`src/rtl/keyer_pkg.sv`:
```
package keyer_pkg;
  // Strobes passed from the control half to the datapath half.
  typedef struct packed {
    logic armed;    // a full bit has begun since reset
    logic heldBit;  // data bit captured at the last boundary
  } keyerStrobesT;
endpackage

```
`src/rtl/keyer_control.sv`:
```
module keyer_control
  import keyer_pkg::*;
#(
  parameter int CNT_W = 7
) (
  input  logic             clk,
  input  logic             rstN,
  input  logic [CNT_W-1:0] divTaps,
  input  logic             dataBit,
  output keyerStrobesT     strobes
);
  logic atBoundary;
  logic armedQ;
  logic heldQ;

  assign atBoundary = (divTaps == '0);

  always_ff @(posedge clk or negedge rstN) begin
    if (!rstN) begin
      armedQ <= 1'b0;
      heldQ  <= 1'b0;
    end else if (atBoundary) begin
      armedQ <= 1'b1;
      heldQ  <= dataBit;
    end
  end

  assign strobes.armed   = armedQ;
  assign strobes.heldBit = heldQ;

  // arming happens only at a bit boundary
  p_arm_at_boundary_r1: assert property (@(posedge clk) disable iff (!rstN)
    $rose(armedQ) |-> $past(divTaps) == '0);

  // the captured bit is untouched between boundaries
  p_hold_between_r2: assert property (@(posedge clk) disable iff (!rstN)
    (divTaps != '0) |=> $stable(heldQ));
endmodule

```
`src/rtl/keyer_datapath.sv`:
```
module keyer_datapath
  import keyer_pkg::*;
(
  input  logic         clk,
  input  logic         rstN,
  input  logic         codeTap,
  input  logic         subTap,
  input  keyerStrobesT strobes,
  output logic         loadDrive
);
  logic codeQ;
  logic subQ;
  logic driveQ;

  // Align the taps with the bit captured on the same edge.
  always_ff @(posedge clk or negedge rstN) begin
    if (!rstN) begin
      codeQ <= 1'b0;
      subQ  <= 1'b0;
    end else begin
      codeQ <= codeTap;
      subQ  <= subTap;
    end
  end

  // Manchester level gates the subcarrier; registered for a clean edge.
  always_ff @(posedge clk or negedge rstN) begin
    if (!rstN) driveQ <= 1'b0;
    else       driveQ <= strobes.armed & (strobes.heldBit ^ codeQ) & subQ;
  end

  assign loadDrive = driveQ;

  // no output before the first full bit
  p_mute_unarmed_r1: assert property (@(posedge clk) disable iff (!rstN)
    !strobes.armed |=> !loadDrive);

  // a high output is a subcarrier high seen two edges earlier
  p_sub_follow_r5: assert property (@(posedge clk) disable iff (!rstN)
    loadDrive |-> $past(subTap, 2));

  // a high output only in the half selected by the held bit
  p_half_select_r3: assert property (@(posedge clk) disable iff (!rstN)
    loadDrive |-> ($past(codeTap, 2) != $past(strobes.heldBit, 1)));
endmodule

```
`src/rtl/subcarrier_keyer.sv`:
```
module subcarrier_keyer
  import keyer_pkg::*;
#(
  parameter int CNT_W   = 7,
  parameter int SUB_TAP = 3
) (
  input  logic             clk,
  input  logic             rstN,
  input  logic [CNT_W-1:0] divTaps,
  input  logic             dataBit,
  output logic             loadDrive
);
  localparam int CODE_TAP = CNT_W - 1;

  keyerStrobesT strobes;

  keyer_control #(.CNT_W(CNT_W)) u_ctrl (
    .clk     (clk),
    .rstN    (rstN),
    .divTaps (divTaps),
    .dataBit (dataBit),
    .strobes (strobes)
  );

  keyer_datapath u_dp (
    .clk       (clk),
    .rstN      (rstN),
    .codeTap   (divTaps[CODE_TAP]),
    .subTap    (divTaps[SUB_TAP]),
    .strobes   (strobes),
    .loadDrive (loadDrive)
  );
endmodule

```
`config.mk`:
```
export PLATFORM = sky130hd
export DESIGN_NAME = subcarrier_keyer
export DESIGN_NICKNAME = d
export VERILOG_FILES = /design/src/rtl/keyer_pkg.sv /design/src/rtl/keyer_control.sv /design/src/rtl/keyer_datapath.sv /design/src/rtl/subcarrier_keyer.sv
export SDC_FILE = /design/constraint.sdc
export NUM_CORES = 1
export LEC_CHECK = 0
export BUFFER_PORTS_ARGS = -buffer_cell sky130_fd_sc_hd__buf_2
export CORE_AREA = 2 2 39 41
export DETAILED_ROUTE_END_ITERATION = 10
export DIE_AREA = 0 0 41 43
export GPL_TIMING_DRIVEN = 0
export PLACE_DENSITY = 0.34
export SYNTH_ARGS = -nofsm -noshare
export SYNTH_HDL_FRONTEND = slang
export SYNTH_SLANG_ARGS = --single-unit
export TNS_END_PERCENT = 20
```
`constraint.sdc`:
```
create_clock -name clk -period 0.9 [get_ports clk]
set_input_delay 0.135 -clock clk [delete_from_list [all_inputs] [get_ports clk]]
set_output_delay 0.135 -clock clk [all_outputs]
set_load 0.05 [all_outputs]
```
==> metrics.md <==
| Metric | Value |
|---|---|
| Commonest non-fill, non-tap cells in the layout | `buf_2, dfrtp_1, clkbuf_4` |
| Post-CTS setup buffers | `0` |
| Hold EP | `u_dp.codeQ` |
| Crit path DAT | `0.76 ns` |
| Ant. Diodes | `0` |
| Remaining antenna violation count | `0` |
| Top Family by Delay on Critical Path | `flip-flops` |
| Reg2reg setup slack | `about 0.10 ns` |
| RR Startpoint | `u_ctrl.heldQ` |
| I/O Buffers | `10` |
| Syn_area_per_cell | `approximately 15 sq um` |
| Reg2Reg Depth | `2` |
| P&R area growth vs syn | `72.5%` |
| Slowest stage cell, crit path | `dfrtp_1` |
| Rows | `14` |
| Finish-stage setup viols | `0` |
| CTS Buffer Depth | `2` |
| Sequential share of the synthesized area | `a little over two thirds` |
| DR WL met3 | `about 61 um` |
| Initial Util | `approximately an eighth` |
| Crit path max fanout | `1` |
| Required time of the critical path | `~0.76 ns` |
| Initial DRC Count | `1` |
| Max-slew violations | `0` |
| Unrepaired setup endpoints after global routing | `true` |
| Worst-Margin Slew | `around 0.18 ns` |
| Hold Path Cell Cnt | `1` |
| Commonest non-fill, non-tap cell in the layout | `buf_2` |
| Clock skew | `between 0.004 and 0.005 ns` |
| Clock slew at reported path FFs | `around 0.040 ns` |
| Ys Warns | `0` |
| MaxCap Viol Count | `0` |
| Post-Route M1 WL | `roughly 130 um` |
| Final hold slack | `between 0.015 and 0.02 ns` |
| Post-layout util | `between 20 and 25%` |
| IO Count | `11` |
| Worst Path Buf+Inv | `1` |
| Routed WL | `around 310 um` |
| Root Driver | `clkbuf_4` |
| Worst path max stage delay | `about 0.36 ns` |
| Number of global-route vias before repair | `roughly 140` |
| First-pass GRT wire length | `572 um` |
| Hold_sp | `divTaps[6]` |
| Largest net degree at the start of global routing | `6` |
| Met2 wire length | `108 um` |
| CTS tree | `built` |
| Total GRT Usage | `5.85%` |
| Antenna violations before repair | `0` |
| Leakage power figure | `around 0.00016 uW` |
| Kind of end point of the critical path | `output pin` |
| Worst vdd ir | `0.538 mV` |
| Critical-path cell list | `buf_6` |
| Grt ovf | `0` |
| Die area | `1760 sq um` |
| Routed vias | `between 150 and 200` |
| WL/cell | `7.14 um` |
| Yosys reg bits | `5` |
| DR pass1 iterations | `2` |
| DR top layer | `met4` |
| Startpoint Class | `flip-flop` |
| DRC Markers | `0` |
| Die X | `41 um` |
| CTS H-tree lvls | `1` |
| Final nets | `39` |
| Via/cell ratio | `between 3 and 4` |
| Distinct cells, synth | `8` |
| Critical path depth in cells | `1` |
| Total core area | `between 1000 and 1500 sq um` |
| Layout cells sized above 1 | `a little over half` |
| TNS Setup | `0 ns` |
| Hold Crit Class | `in -> reg` |
| # fillers | `157` |
| Slew HR | `roughly 88%` |
| Die Y | `between 40 and 50 um` |
| Crit path kind | `reg -> out` |
| Maximum clock rate | `around 1.1 GHz` |
| PwrDens | `1940 nW/um^2` |
| Mapped cell area | `178 sq um` |
| Routability congestion estimate | `a little under 0.6` |
| Final period util | `between 90% and 100%` |
| Mapped Cells | `12` |
| Outcome | `finished clean` |
| Insertion delay to the later sink of the worst-skew pair | `~0.24 ns` |
| Syn_nets | `22` |
| Endpoints failing hold | `0` |
| Final min period | `0.893 ns` |
| R2R Path End | `u_dp.loadDrive` |
| CTS sink count | `5` |
| CTS Buf Count | `3` |
==> cell type report <==
type                       count  area, sq um  share of cell area, %
sequential                     5          125                   40.8
timing repair buffer          12         76.3                   24.9
multi-input combinational      7         58.8                   19.2
clock buffer                   4         26.3                   8.57
tap                           16         20.0                   6.53
==> timing repair <==
item,CTS,global route
hold endpoints to repair,6,0
setup endpoints to repair,1,2
resized for setup,2,1
hold buffers,2,0
gates cloned,0,0
==> power breakdown <==
group	internal [uW]	switching, uW
sequential	249	10.2
combinational	44.7	33.2
clock	168	90.8
total	461	134
==> metrics by stage <==
| stage | power, uW | cell area (sq um) | setup slack [ns] | instances |
|---|---|---|---|---|
| 2_1_floorplan | 295 | 178 | 0.00272 | 12 |
| 3_3_place_gp | 325 | 248 | -0.177 | 38 |
| 3_5_place_dp | 327 | 248 | -0.179 | 38 |
| 4_1_cts | 609 | 300 | -0.00622 | 44 |
| 5_1_grt | 636 | 307 | -0.0191 | 44 |
| 6_report | 595 | 307 | 0.00700 | 44 |
==> synth_stat cells <==
cell,number,area [sq um]
and3_1,1,6.26
dfrtp_1,5,125
mux2_4,1,15.0
nand2_1,1,3.75
nor3_1,1,5.00
nor4_1,1,6.26
or2b_1,1,7.51
xor2_1,1,8.76
==> routing by layer <==
layer / up-vias / track usage [%]
li1: 72 / -
met1: 66 / 6.21
met5: - / 0
met2: 13 / 4.69
met3: 2 / 6.28
met4: 0 / 8.00
==> worst max path at each step <==
stage	from	to	slack (ns)
final	u_dp.loadDrive	loadDrive	0.007
after CTS	u_dp.loadDrive	loadDrive	-0.006
after floorplan	divTaps[3]	u_ctrl.heldQ	0.003
after global placement	divTaps[3]	u_ctrl.heldQ	-0.18
after detailed placement	divTaps[3]	u_ctrl.heldQ	-0.18
after global routing	u_dp.loadDrive	loadDrive	-0.02
==> state kept, by name, indices dropped and copies added (netlist names) <==
name and count:
u_ctrl.armedQ 1, u_ctrl.heldQ 1, u_dp.codeQ 1, u_dp.loadDrive 1, u_dp.subQ 1
==> cell families after synthesis <==
logic type | share of synthesized area, %
xor gates and xnor gates | 4.93
and+or+nand+nor | 16.2
muxes | 8.45
DFF | 70.4
(Power assumes the default switching activity.)
